==> config.mk <==
export PLATFORM = sky130hd
export DESIGN_NAME = qdb_formatter
export DESIGN_NICKNAME = d
export VERILOG_FILES = /design/src/rtl/qdb_pkg.sv /design/src/rtl/qdb_encode.sv /design/src/rtl/qdb_issue.sv /design/src/rtl/qdb_formatter.sv
export SDC_FILE = /design/constraint.sdc
export NUM_CORES = 1
export LEC_CHECK = 0
export ABC_AREA = 1
export CAP_MARGIN = 20
export CORE_MARGIN = 10
export CORE_UTILIZATION = 30
export CTS_CLUSTER_DIAMETER = 40
export DETAILED_ROUTE_END_ITERATION = 10
export GPL_TIMING_DRIVEN = 1
export REMOVE_ABC_BUFFERS = 1
export SYNTH_ARGS = -nofsm -noshare
export SYNTH_HDL_FRONTEND = slang
export SYNTH_SLANG_ARGS = --single-unit
==> constraint.sdc <==
create_clock -name clk -period 1.82 [get_ports clk]
set_input_delay 0.364 -clock clk [delete_from_list [all_inputs] [get_ports clk]]
set_output_delay 0.364 -clock clk [all_outputs]
set_load 0.05 [all_outputs]
==> src/rtl/qdb_pkg.sv <==
// Shared constants and types for the doorbell formatter.
// Assumes a 64-bit doorbell word split as tail / middle byte / queue id.
package qdb_pkg;
    localparam int ID_W   = 24;
    localparam int MID_W  = 8;
    localparam int TAIL_W = 32;
    localparam int WORD_W = TAIL_W + MID_W + ID_W;
    localparam int KIND_W = 4;
    localparam int OFS_W  = 12;

    // queue kind encodings
    localparam logic [KIND_W-1:0] KIND_SEND  = 4'd1;
    localparam logic [KIND_W-1:0] KIND_RECV  = 4'd2;
    localparam logic [KIND_W-1:0] KIND_COMPL = 4'd3;

    // per-kind offsets inside the doorbell page
    localparam logic [OFS_W-1:0] OFS_SEND  = 12'h000;
    localparam logic [OFS_W-1:0] OFS_RECV  = 12'h400;
    localparam logic [OFS_W-1:0] OFS_COMPL = 12'h800;

    typedef enum logic [1:0] {
        ST_IDLE  = 2'd0,
        ST_HOLD  = 2'd1,
        ST_ISSUE = 2'd2
    } qdb_state_e;
endpackage

==> src/rtl/qdb_encode.sv <==
// Combinational encoder: builds the doorbell word and page offset for one
// request. Assumes inputs are stable while the request is offered.
module qdb_encode
    import qdb_pkg::*;
(
    input  logic [KIND_W-1:0] kind,
    input  logic [ID_W-1:0]   qid,
    input  logic [TAIL_W-1:0] tail,
    output logic              kind_ok,
    output logic [OFS_W-1:0]  ofs,
    output logic [WORD_W-1:0] word
);
    // select layout, constants and offset from the queue kind
    always_comb begin
        kind_ok = 1'b1;
        ofs     = OFS_SEND;
        word    = {tail, MID_W'(0), qid};
        case (kind)
            KIND_SEND: begin
                ofs  = OFS_SEND;
                word = {tail, MID_W'(0), qid};
            end
            KIND_RECV: begin
                ofs  = OFS_RECV;
                word = {tail, MID_W'(1), qid};
            end
            KIND_COMPL: begin
                ofs  = OFS_COMPL;
                word = {1'b1, tail[TAIL_W-2:0], MID_W'(0), qid};
            end
            default: begin
                kind_ok = 1'b0;
                word    = '0;
            end
        endcase
    end
endmodule

==> src/rtl/qdb_issue.sv <==
// Holding stage: keeps one formatted write, waits for earlier data writes
// to drain, then presents it until accepted. Assumes load only when idle.
module qdb_issue
    import qdb_pkg::*;
#(
    parameter int ADDR_W = 32
) (
    input  logic              clk,
    input  logic              rst_n,
    input  logic              load,
    input  logic [ADDR_W-1:0] load_addr,
    input  logic [WORD_W-1:0] load_word,
    input  logic              prior_done,
    input  logic              wr_ready,
    output logic              idle,
    output logic              wr_valid,
    output logic [ADDR_W-1:0] wr_addr,
    output logic [WORD_W-1:0] wr_data
);
    qdb_state_e state;

    // sequence idle -> hold (wait for drain) -> issue (wait for accept)
    always_ff @(posedge clk) begin
        if (!rst_n) begin
            state <= ST_IDLE;
        end else begin
            case (state)
                ST_IDLE:  if (load) state <= ST_HOLD;
                ST_HOLD:  if (prior_done) state <= ST_ISSUE;
                ST_ISSUE: if (wr_ready) state <= ST_IDLE;
                default:  state <= ST_IDLE;
            endcase
        end
    end

    // capture the formatted write when a request is taken
    always_ff @(posedge clk) begin
        if (!rst_n) begin
            wr_addr <= '0;
            wr_data <= '0;
        end else if (load && state == ST_IDLE) begin
            wr_addr <= load_addr;
            wr_data <= load_word;
        end
    end

    assign idle     = (state == ST_IDLE);
    assign wr_valid = (state == ST_ISSUE);


    hold_until_taken_chk: assert property (@(posedge clk) disable iff (!rst_n)
        wr_valid && !wr_ready |=> wr_valid && $stable(wr_addr) && $stable(wr_data));


    drain_before_ring_chk: assert property (@(posedge clk) disable iff (!rst_n)
        $rose(wr_valid) |-> $past(prior_done));
endmodule

==> src/rtl/qdb_formatter.sv <==
// Doorbell formatter top: takes one request at a time, encodes it, flags
// unsupported kinds, and issues the write behind earlier data writes.
// Assumes prior_done is driven by the data-write path of the same clock.
module qdb_formatter
    import qdb_pkg::*;
#(
    parameter int               ADDR_W    = 32,
    parameter logic [ADDR_W-1:0] PAGE_BASE = '0
) (
    input  logic              clk,
    input  logic              rst_n,
    input  logic              req_valid,
    output logic              req_ready,
    input  logic [3:0]        req_kind,
    input  logic [23:0]       req_qid,
    input  logic [31:0]       req_tail,
    input  logic              prior_done,
    output logic              wr_valid,
    input  logic              wr_ready,
    output logic [ADDR_W-1:0] wr_addr,
    output logic [63:0]       wr_data,
    output logic              err_pulse
);
    logic              kind_ok;
    logic [OFS_W-1:0]  ofs;
    logic [WORD_W-1:0] word;
    logic              idle;
    logic              take;

    qdb_encode u_encode (
        .kind    (req_kind),
        .qid     (req_qid),
        .tail    (req_tail),
        .kind_ok (kind_ok),
        .ofs     (ofs),
        .word    (word)
    );

    assign req_ready = idle;
    assign take      = req_valid && idle;

    qdb_issue #(.ADDR_W(ADDR_W)) u_issue (
        .clk        (clk),
        .rst_n      (rst_n),
        .load       (take && kind_ok),
        .load_addr  (PAGE_BASE + ADDR_W'(ofs)),
        .load_word  (word),
        .prior_done (prior_done),
        .wr_ready   (wr_ready),
        .idle       (idle),
        .wr_valid   (wr_valid),
        .wr_addr    (wr_addr),
        .wr_data    (wr_data)
    );

    // raise a one-cycle error for a taken request of unsupported kind
    always_ff @(posedge clk) begin
        if (!rst_n) err_pulse <= 1'b0;
        else        err_pulse <= take && !kind_ok;
    end


    bad_kind_no_write_chk: assert property (@(posedge clk) disable iff (!rst_n)
        err_pulse |-> !wr_valid && req_ready);


    err_single_cycle_chk: assert property (@(posedge clk) disable iff (!rst_n)
        err_pulse |=> !err_pulse);


    busy_while_issuing_chk: assert property (@(posedge clk) disable iff (!rst_n)
        wr_valid |-> !req_ready);


    compl_arm_set_chk: assert property (@(posedge clk) disable iff (!rst_n)
        wr_valid && wr_addr == PAGE_BASE + ADDR_W'(OFS_COMPL) |-> wr_data[63]);
endmodule

# == Word level (Yosys, flattened, before mapping) ==
# Cells that the tools add are included.
# W data, S select, Z words.
# op_classes
eq_ne,8
n_mux,7
reduce_logical,8
# op_table
op,n
$pmux W64 S3,1
$pmux W12 S2,1
$eq A4 B2 Y1 const B,2
$mux W2,3
$pmux W2 S3,1
$eq A4 B1 Y1 const B,1
$logic_and A1 B1 Y1,4
$ne A2 B1 Y1 const B,2
$reduce_and A3 Y1,1
$reduce_or A3 Y1,1
$eq A2 B1 Y1 const B,1
$eq A2 B2 Y1 const B,1
$logic_not A2 Y1,1
$ne A2 B2 Y1 const B,1
$logic_not A1 Y1,1
$mux W1,1
# totals
reg_bits,79
inputBits,65

# == Longest topological paths before layout ==
# Gate-level depths: netlist of run 1.
# logic_depth
depth_word,6
mapped_depth,8
depth_no_buf,7

# == Hierarchy ==
# Synthesis of run 1 repeated with hierarchy kept, for this count alone.
# unflattened
hier_cells,795
hier_area_um2,5038.6
# by_module_without_submodules
mod,cells_per_inst,area_each_um2,seq_area_each_um2,n_inst
qdb_issue,642,4327.9,1961.9,1
qdb_encode,146,665.6,0.0,1
qdb_formatter,7,45.0,20.0,1

# == Worst setup path after synthesis of run 1 ==
# No wires, ideal clock.
# synth_path
path_kind,reg2out
from,register u_issue.state[1]
to,output port wr_valid
slack_ns,0.422
arrival_ns,1.034
path_stages_with_launch,3
path_cell_list,dfxtp_1 -> inv_2 -> nor2_1
# synth_via
elab_chain_len,1
# synth_lines
item,line,text
from (decl),qdb_issue.sv:20,qdb_state_e state;
from (signal assigned),qdb_issue.sv:25,state <= ST_IDLE;
from (signal assigned),qdb_issue.sv:28,ST_IDLE: if (load) state <= ST_HOLD;
from (signal assigned),qdb_issue.sv:29,ST_HOLD: if (prior_done) state <= ST_ISSUE;
$eq A2 B2 Y1,qdb_issue.sv:48,assign wr_valid = (state == ST_ISSUE);
to (decl),qdb_formatter.sv:18,"output logic wr_valid,"
# Every way passes these cells.

# == Final worst setup path of run 1 ==
# layout_path
from,register u_issue.state[0]
to,output port req_ready
# layout_via
elab_chain_len,1
# layout_lines
item,line,text
$logic_not A2 Y1,qdb_issue.sv:47,assign idle = (state == ST_IDLE);
to (decl),qdb_formatter.sv:13,"output logic req_ready,"
# Every way passes these cells.

==> results of run 1 <==
-- cells in the mapped netlist --
library cell  instances
clkbuf_1              1
buf_6                13
conb_1                1
nand2_4               2
dfxtp_1              62
nor4_1                1
inv_4                 1
a21oi_1               5
nand2_1              64
nor2_2                1
inv_1                 8
buf_2                 3
o21bai_1              1
inv_2                 2
nand3b_1             56
nor2_1              116
buf_1                 5
nand3_1               1
nor2_4                1
buf_4                38
nor2_8                1
nand3_2               1
-- sequential cells by signal, indices dropped and copies added, names as in the netlist --
register	count
u_issue.wr_data	57
err_pulse	1
u_issue.state	2
u_issue.wr_addr	2
-- power by group --
| group | total (uW) | internal, uW | switching, uW | leakage, uW |
|---|---|---|---|---|
| logic | 904 | 310 | 594 | 0.00129 |
| clock network | 1170 | 658 | 516 | 0.0000952 |
| registers | 1450 | 1420 | 31.3 | 0.000505 |
-- layer usage --
layer / share of wire (%) / vias up
met3: 6.4 / 9
met2: 49 / 88
li1: - / 1358
met5: 0 / -
met4: 1.2 / 0
met1: 43 / 1194
-- per-stage QoR --
step,hold slack (ns),utilization (%)
finish,0.312,43.7
global route,0.295,43.7
CTS,0.289,43.7
detailed placement,0.466,41.8
global placement,0.465,41.8
floorplan,0.484,-
-- worst max-delay path, cell delays in order (launching register included) --
cell and delay, ns:
dfxtp_1 0.39, inv_2 0.06, nand2_4 0.09, inv_1 0.04
buf_4 0.18
-- cells in the final DEF (no fill, tap or decap) --
cell / count
nand2_1: 64
inv_2: 2
nor2_2: 1
buf_2: 1
inv_1: 8
nand3_1: 1
buf_4: 65
nor2_8: 1
a21oi_1: 5
clkbuf_8: 10
nand2_4: 2
bufinv_16: 1
nand3_2: 1
conb_1: 37
clkinv_2: 2
o21bai_1: 1
clkdlybuf4s50_1: 63
clkinvlp_4: 1
buf_12: 6
nand3b_1: 56
inv_4: 1
clkbuf_1: 1
dfxtp_1: 62
nor4_1: 1
nor2_4: 1
nor2_1: 116
-- worst paths after layout --
kind | endpoint | slack (ns)
setup / recovery | req_ready | 0.36
hold / removal | u_issue.wr_data[45]$_SDFFE_PN0P_ | 0.31
setup reg to reg | u_issue.wr_data[6]$_SDFFE_PN0P_ | 0.61
hold reg to reg | u_issue.wr_addr[10]$_SDFFE_PN0P_ | 0.47
-- cell type report --
cell class                      count  area (sq um)
Sequential cell                    62          1240
Timing Repair Buffer              135          1240
Clock buffer                       11           141
Clock inverter                      4          47.5
Tap cell                          133           166
Multi-Input combinational cell    287          1350
Inverter                           11          43.8
Fill cell                        1014          5450
-- cell families (layout without fill, tap and decap cells) --
group           count (synthesis)  after routing  synth area share [%]
buf+inv                        71            161                  17.3
flops                          62             62                  41.8
other cells                     1             37                 0.126
simple gates                  244            244                  39.7
compound gates                  6              6                  1.10
==> flow_metrics.env, run 1 <==
export IMPL_h_tree_depth=3
export IMPL_critPathMaxFanout=4
export IMPL_hold_depth=3
export IMPL_cts_buffers=9
export IMPL_place_area_sq_mm=0.00404
export IMPL_critPathLaunch="u_issue.state[0]$_SDFFE_PN0P_"
export IMPL_finalPower_uw=3530
export IMPL_leakagePower_uw=0.00189
export IMPL_rr_startpoint="u_issue.state[0]$_SDFFE_PN0P_"
export IMPL_start_kind="register"
export IMPL_clkSinkCount=62
export IMPL_clock_latency_ns=0.33
export IMPL_dr_pass1_iters=4
export IMPL_outcome="finished clean"
export IMPL_grt_busiest_layer="met2"
export IMPL_final_setup_skew_ns=0.00748
export IMPL_fin_crit_sh_pct=80.0
export IMPL_peakVddDrop_mv=0.381
export IMPL_grtUsageTotal_pct=11.8
export IMPL_antenna_cells=0
export IMPL_drive_above_1_share_pct=18.6
export IMPL_synthTopCellsByArea="dfxtp_1 (42%), nor2_1 (15%), nand3b_1 (14%), buf_4 (9.6%), nand2_1 (8.1%)"
export IMPL_die_x_microns=119
export IMPL_ant_nets=0
export IMPL_ctsResizeCount=0
export IMPL_crit_type="reg2out"
export IMPL_fmax_ghz=0.687
export IMPL_start_util_pct=30.6
export IMPL_rsz0062_at_grt="false"
export IMPL_min_from="rst_n"
export IMPL_drc=0
export IMPL_design_area_sq_mm=0.00423
export IMPL_finalHoldViolations=0
export IMPL_period_needed_ns=1.46
export IMPL_root_buffer="clkbuf_8"
export IMPL_final_cells=643
export IMPL_nNetsFinal=571
export IMPL_routabilityCongestion=0.702
export IMPL_worstPathArrival_ns=1.09
export IMPL_port_buffers=126
export IMPL_grt_util_met2_pct=19.9
export IMPL_cts_hold_buffers=0
export IMPL_drt_iter0_drc=148
export IMPL_max_cap_violations=0
export IMPL_r2r_worst_path_cells=8
export IMPL_grt_ovfl_total=0
export IMPL_synth_top_cell_area_share_pct=41.8
export IMPL_post_cts_setup_buffer_count=0
export IMPL_end_kind="output pin"
export IMPL_synth_area_per_cell_sq_um=7.73
export IMPL_path_clk_slew_ns=0.06
export IMPL_chipHeight_microns=119
export IMPL_via_per_inst=4.12
export IMPL_dr_total_vias=2649
export IMPL_setup_violations_final=0
export IMPL_num_rows=36
export IMPL_placed_cells=628
export IMPL_gr_usage_met1_pct=13.2
export IMPL_syn_instance_count=384
export IMPL_ys_ff_latch=62
export IMPL_synth_cell_types=22
export IMPL_required_ns=1.46
export IMPL_yosysSeqAreaShare_pct=41.8
export IMPL_fin_ws_ns=0.364
export IMPL_cts_max_path_buffers=2
export IMPL_routedWlPerCell_microns=13.3
export IMPL_yosysTopAreaCell="dfxtp_1"
export IMPL_grt_max_degree=38
export IMPL_core_area_sq_mm=0.00968
export IMPL_hold_path_class="in2reg"
export IMPL_dp_slack_ns=0.0536
export IMPL_grt_pass1_vias=2695
export IMPL_powerDensity_mw_per_mm2=834
export IMPL_finalMaxSlewViolations=0
export IMPL_grt_pass1_wl_microns=13700
export IMPL_yosysWarnings=0
export IMPL_gr_usage_met3_pct=4.49
export IMPL_syn_to_final_growth_pct=42.6
export IMPL_setup_tns_ns=0
export IMPL_dieArea_sq_mm=0.0143
export IMPL_syn_area_sq_mm=0.00297
export IMPL_antenna_found_initial=0
export IMPL_io_pins=164
export IMPL_routed_wl_microns=8540
export IMPL_cts_tree="yes"
export IMPL_hpwl_microns=6560
No activity file was read; power rests on OpenSTA's default activity.
==> run 2, diff against run 1 <==
- PLACE_DENSITY: unset -> 0.67
- clock period: 1.82 -> 1.2 ns (I/O delays scaled with it)
==> run 2 against run 1 <==
Net effect: the flow now finishes with violations (setup timing); clock power rose by 72%; critical path depth is 4 higher; core utilization increased by 12 points; count of clock-buffer cells in the layout up 1; clock skew shrank 0.00053 ns; die area stayed put; worst setup slack worse by 0.46 ns; non-clock buffer count grew 23; cell count grew 3.7%; largest power group unchanged.
==> flow_metrics.env, run 2 (synthesized netlist as in run 1, its figures left out) <==
export IMPL_crit_type="in2reg"
export IMPL_io_pins=164
export IMPL_core_area_sq_mm=0.00968
export IMPL_crit_slowest_cell="clkdlybuf4s50_1"
export IMPL_cts_tree="yes"
export IMPL_die_x_microns=119
export IMPL_final_core_util_pct=56.0
export IMPL_grt_pass1_vias=2949
export IMPL_worstPathArrival_ns=1.52
export IMPL_nNetsFinal=594
export IMPL_fillers=874
export IMPL_power_frac_clock_pct=33.4
export IMPL_final_common_cell="nor2_1"
export IMPL_setup_violations_final=59
export IMPL_drt_iter0_drc=146
export IMPL_root_buffer="clkbuf_8"
export IMPL_hold_path_class="in2reg"
export IMPL_finalMaxSlewViolations=0
export IMPL_violations="setup timing"
export IMPL_final_cell_mix="nor2_1 (112), buf_12 (68), nand2_1 (62)"
export IMPL_period_needed_ns=1.29
export IMPL_leakagePower_uw=0.00228
export IMPL_dr_pass1_iters=4
export IMPL_routedWlPerCell_microns=15.0
export IMPL_clock_latency_ns=0.33
export IMPL_power_frac_comb_pct=29.2
export IMPL_port_buffers=126
export IMPL_grt_max_degree=28
export IMPL_ant_nets=0
export IMPL_fin_crit_sh_pct=108
export IMPL_outcome="finished with violations"
export IMPL_crit_family="buffers and inverters"
export IMPL_fin_ws_ns=-0.0937
export IMPL_drive_above_1_share_pct=23.8
export IMPL_internal_power_uw=4180
export IMPL_drc=0
export IMPL_p_seq_share_pct=37.4
export IMPL_syn_to_final_growth_pct=82.6
export IMPL_reg_top3="u_issue.wr_data (57), u_issue.state (2), u_issue.wr_addr (2)"
export IMPL_cp_cell_sequence="clkdlybuf4s50_1 -> inv_1 -> nor2_8 -> buf_12 -> buf_16 -> nand3b_1 -> nand2_1 -> nor2_1"
export IMPL_cp_num_buf_inv=4
export IMPL_h_tree_depth=3
export IMPL_peakVddDrop_mv=0.494
export IMPL_end_kind="register"
export IMPL_max_cap_violations=0
export IMPL_place_area_sq_mm=0.00488
export IMPL_dp_slack_ns=-0.418
export IMPL_p_switching_uw=1840
export IMPL_finalHoldViolations=0
export IMPL_clkSinkCount=62
export IMPL_chipHeight_microns=119
export IMPL_dr_total_vias=2825
export IMPL_routed_wl_microns=10000
export IMPL_max_stage_delay_ns=0.46
export IMPL_fmax_ghz=0.773
export IMPL_required_ns=1.42
export IMPL_critPathMaxFanout=15
export IMPL_antenna_found_initial=0
export IMPL_grtUsageTotal_pct=13.1
export IMPL_power_switching_share_pct=30.6
export IMPL_finalPower_uw=6020
export IMPL_path_clk_slew_ns=0.07
export IMPL_grt_ovfl_total=0
export IMPL_cts_buffers=9
export IMPL_regMostFlops="u_issue.wr_data"
export IMPL_hpwl_microns=7200
export IMPL_cts_max_path_buffers=2
export IMPL_routabilityCongestion=0.703
export IMPL_start_util_pct=30.6
export IMPL_via_per_inst=4.24
export IMPL_largest_reg_flops=57
export IMPL_dieArea_sq_mm=0.0143
export IMPL_num_rows=36
export IMPL_start_kind="primary input"
export IMPL_powerDensity_mw_per_mm2=1110
export IMPL_rsz0062_at_grt="true"
export IMPL_design_area_sq_mm=0.00542
export IMPL_final_setup_skew_ns=0.00696
export IMPL_antenna_cells=0
export IMPL_grt_pass1_wl_microns=15200
run 2: power by group through the flow:
stage	clock, uW	sequential, uW	combinational (uW)
global placement	0	2290	1610
CTS	2070	2250	1710
detailed placement	0	2300	1620
global route	2160	2260	1850
floorplan	0	2560	543
finish	2010	2250	1760
run 2: routing by layer:
metal  share of wire (%)  up-vias  global-route usage (%)  wire length, microns
met3                 7.1        6                    4.77                   711
met4                0.91        0                    3.85                    91
li1                    -     1418                       -                     -
met1                  41     1295                    14.4                  4080
met5                   0        -                       0                     0
met2                  51      106                    23.1                  5120
run 2: worst min-delay path, delay by kind of cell:
| family | cells | cell delay [ns] |
|---|---|---|
| AO/OA/AOI/OAI | 1 | 0.06 |
| buffers and inverters | 2 | 0.33 |
run 2: timing repair:
item | 4_1_cts | 5_1_grt
gates resized for setup | 22 | 10
hold buffers | 0 | 0
buffers inserted | 9 | 0
cloned | 4 | 3
pin swaps | 7 | 5
endpoints found under the setup margin | 57 | 61
run 2: through the flow:
stage | hold WS (ns) | cells | setup TNS (ns)
final | 0.339 | 667 | -2.44
after global routing | 0.356 | 667 | -5.91
after CTS | 0.330 | 665 | -2.75
after detailed placement | 0.494 | 636 | -23.32
after global placement | 0.491 | 636 | -20.08
after floorplan | 0.360 | 360 | -32.13
run 2: final timing paths:
kind | startpoint | to | slack [ns] | cells past startpoint
setup / recovery | req_valid | u_issue.wr_data[51]$_SDFFE_PN0P_ | -0.09 | 8
hold reg to reg | u_issue.wr_addr[10]$_SDFFE_PN0P_ | u_issue.wr_addr[10]$_SDFFE_PN0P_ | 0.50 | 2
hold / removal | rst_n | u_issue.state[0]$_SDFFE_PN0P_ | 0.34 | 3
setup reg to reg | u_issue.state[0]$_SDFFE_PN0P_ | u_issue.wr_data[51]$_SDFFE_PN0P_ | -0.08 | 8
run 2: area by class of cell:
class | instances | area [sq um] | area share [%]
Clock buffer | 12 | 145 | 2.68
Clock inverter | 4 | 70.1 | 1.29
Inverter | 11 | 58.8 | 1.08
Multi-Input combinational cell | 287 | 1380 | 25.4
Sequential cell | 62 | 1240 | 22.9
Tap cell | 133 | 166 | 3.07
Timing Repair Buffer | 158 | 2360 | 43.5
==> run 3, diff against run 2 <==
- PLACE_DENSITY: 0.67 -> unset
- PLACE_DENSITY_LB_ADDON: unset -> 0.12
==> run 3 against run 2 <==
Net effect: critical path depth fell by 5; flip-flop and latch count unchanged; global-route usage increased by 0.48 points; largest power group unchanged; die area stayed put; the run still ends with setup timing left; worst hold slack lost 0.045 ns; combinational power about the same; maximum frequency is 1.6% higher; count of clock-buffer cells in the layout rose by 1; worst setup slack better by 0.020 ns; cell count unchanged.
==> flow_metrics.env, run 3 (synthesized netlist as in run 1, its figures left out) <==
export IMPL_outcome="finished with violations"
export IMPL_violations="setup timing"
export IMPL_grt_busiest_layer="met2"
export IMPL_hold_depth=3
export IMPL_max_stage_delay_ns=0.33
export IMPL_grt_pass1_wl_microns=15700
export IMPL_crit_type="reg2out"
export IMPL_reg_top3="u_issue.wr_data (57), u_issue.state (2), u_issue.wr_addr (2)"
export IMPL_cts_max_path_buffers=2
export IMPL_routabilityCongestion=0.737
export IMPL_period_needed_ns=1.27
export IMPL_dieArea_sq_mm=0.0143
export IMPL_grt_util_met2_pct=22.9
export IMPL_routed_wl_microns=10100
export IMPL_final_cell_mix="nor2_1 (106), buf_12 (69), nand2_1 (63)"
export IMPL_hpwl_microns=6920
export IMPL_via_per_inst=4.14
export IMPL_rsz0062_at_grt="true"
export IMPL_grt_pass1_vias=2898
export IMPL_r2r_end="u_issue.wr_data[7]$_SDFFE_PN0P_"
export IMPL_design_area_sq_mm=0.00548
export IMPL_r2r_worst_path_cells=8
export IMPL_setup_tns_ns=-0.414
export IMPL_nNetsFinal=594
export IMPL_required_ns=0.96
export IMPL_peakVddDrop_mv=0.613
export IMPL_setup_violations_final=32
export IMPL_place_area_sq_mm=0.00488
export IMPL_crit_family="flip-flops"
export IMPL_routedWlPerCell_microns=15.1
export IMPL_core_area_sq_mm=0.00968
export IMPL_dr_total_vias=2764
export IMPL_dp_slack_ns=-0.417
export IMPL_start_util_pct=30.6
export IMPL_ant_nets=0
export IMPL_final_common_cell="nor2_1"
export IMPL_port_buffers=126
export IMPL_grt_max_degree=32
export IMPL_clock_latency_ns=0.33
export IMPL_syn_to_final_growth_pct=84.6
export IMPL_clkSinkCount=62
export IMPL_start_kind="register"
export IMPL_dr_pass1_iters=4
export IMPL_fmax_ghz=0.785
export IMPL_drt_iter0_drc=133
export IMPL_cp_cell_sequence="buf_6 -> nor2_4 -> buf_12"
export IMPL_fin_crit_sh_pct=106
export IMPL_end_kind="output pin"
export IMPL_final_cells=667
export IMPL_hold_path_class="in2reg"
export IMPL_cts_tree="yes"
export IMPL_powerDensity_mw_per_mm2=1120
export IMPL_largest_reg_flops=57
export IMPL_fillers=884
export IMPL_rr_startpoint="u_issue.state[1]$_SDFFE_PN0P_"
export IMPL_placed_cells=635
export IMPL_worstPathArrival_ns=1.03
export IMPL_root_buffer="clkbuf_8"
export IMPL_leakagePower_uw=0.00231
export IMPL_regMostFlops="u_issue.wr_data"
export IMPL_fin_ws_ns=-0.0734
export IMPL_antenna_cells=0
export IMPL_chipHeight_microns=119
export IMPL_grt_ovfl_total=0
export IMPL_num_rows=36
export IMPL_cts_buffers=9
export IMPL_finalMaxSlewViolations=0
export IMPL_io_pins=164
export IMPL_cp_num_buf_inv=2
export IMPL_drive_above_1_share_pct=25.3
export IMPL_die_x_microns=119
export IMPL_h_tree_depth=3
export IMPL_finalHoldViolations=0
export IMPL_crit_slowest_cell="dfxtp_2"
export IMPL_r2r_slack_ns=0
export IMPL_whs_ns=0.294
export IMPL_drc=0
export IMPL_antenna_found_initial=0
export IMPL_path_clk_slew_ns=0.07
export IMPL_min_from="rst_n"
export IMPL_final_setup_skew_ns=0.00656
export IMPL_hold_end="u_issue.wr_data[35]$_SDFFE_PN0P_"
export IMPL_gr_usage_met3_pct=5.48
export IMPL_critPathMaxFanout=2
export IMPL_gr_usage_met1_pct=15.3
export IMPL_max_cap_violations=0
export IMPL_grtUsageTotal_pct=13.6
-- run 3: changes by cell type in the layout (fill, tap and decap cells not counted), moves of 2 or more --
cell	before	now
nor2_1	112	106
nor2_2	4	7
nor2_4	2	5
a21oi_1	5	3
a21oi_2	0	2
clkbuf_8	10	12
-- run 3: worst min-delay path: cells and delay by family --
kind                   cells  cell delay [ns]
AND/OR/NAND/NOR            2             0.13
buffers and inverters      1             0.20
-- run 3: worst max path at each step --
| stage | startpoint | endpoint | slack [ns] | depth (start not counted) |
|---|---|---|---|---|
| floorplan | req_kind[2] | u_issue.wr_data[0]$_SDFFE_PN0P_ | -0.56 | 7 |
| global placement | req_kind[1] | u_issue.wr_data[46]$_SDFFE_PN0P_ | -0.38 | 8 |
| detailed placement | req_kind[1] | u_issue.wr_data[11]$_SDFFE_PN0P_ | -0.42 | 8 |
| finish | u_issue.state[0]$_SDFFE_PN0P_ | wr_valid | -0.07 | 3 |
| global route | u_issue.state[0]$_SDFFE_PN0P_ | wr_valid | -0.11 | 3 |
| CTS | u_issue.state[0]$_SDFFE_PN0P_ | wr_valid | -0.08 | 3 |
-- run 3: power by group --
group | switching, uW | internal, uW | total (uW)
sequential | 98.9 | 2150 | 2250
clock | 808 | 1340 | 2150
combinational | 955 | 773 | 1730
-- run 3: per-layer routing --
metal | share of wire [%] | wire (microns) | vias up
li1 | - | - | 1411
met5 | 0 | 0 | -
met3 | 8.6 | 870 | 6
met2 | 50 | 5000 | 104
met4 | 0.96 | 97 | 0
met1 | 41 | 4100 | 1243
-- run 3: through the flow --
stage / util (%) / power, uW
floorplan: - / 3100
global placement: 50.4 / 3920
detailed placement: 50.4 / 3930
CTS: 54.7 / 6160
global route: 56.6 / 6390
finish: 56.6 / 6130
-- run 3: area by class of cell --
type                    instances  area (sq um)  share of cell area (%)
clock buffers                  13           169                    3.08
clock inverters                 3          65.1                    1.19
inverters                      11          58.8                    1.07
flip-flops and latches         62          1240                    22.7
multi-input cells             287          1420                    25.9
repair inverters                1          16.3                   0.297
well taps                     133           166                    3.04
repair buffers                157          2340                    42.7
-- run 3: timing repair --
| action | 4_1_cts | 5_1_grt |
|---|---|---|
| resized for setup | 20 | 21 |
| setup endpoints to repair | 57 | 60 |
| gates cloned | 4 | 4 |
| hold buffers | 0 | 0 |
| buffers inserted | 6 | 2 |
| pin swaps | 47 | 15 |
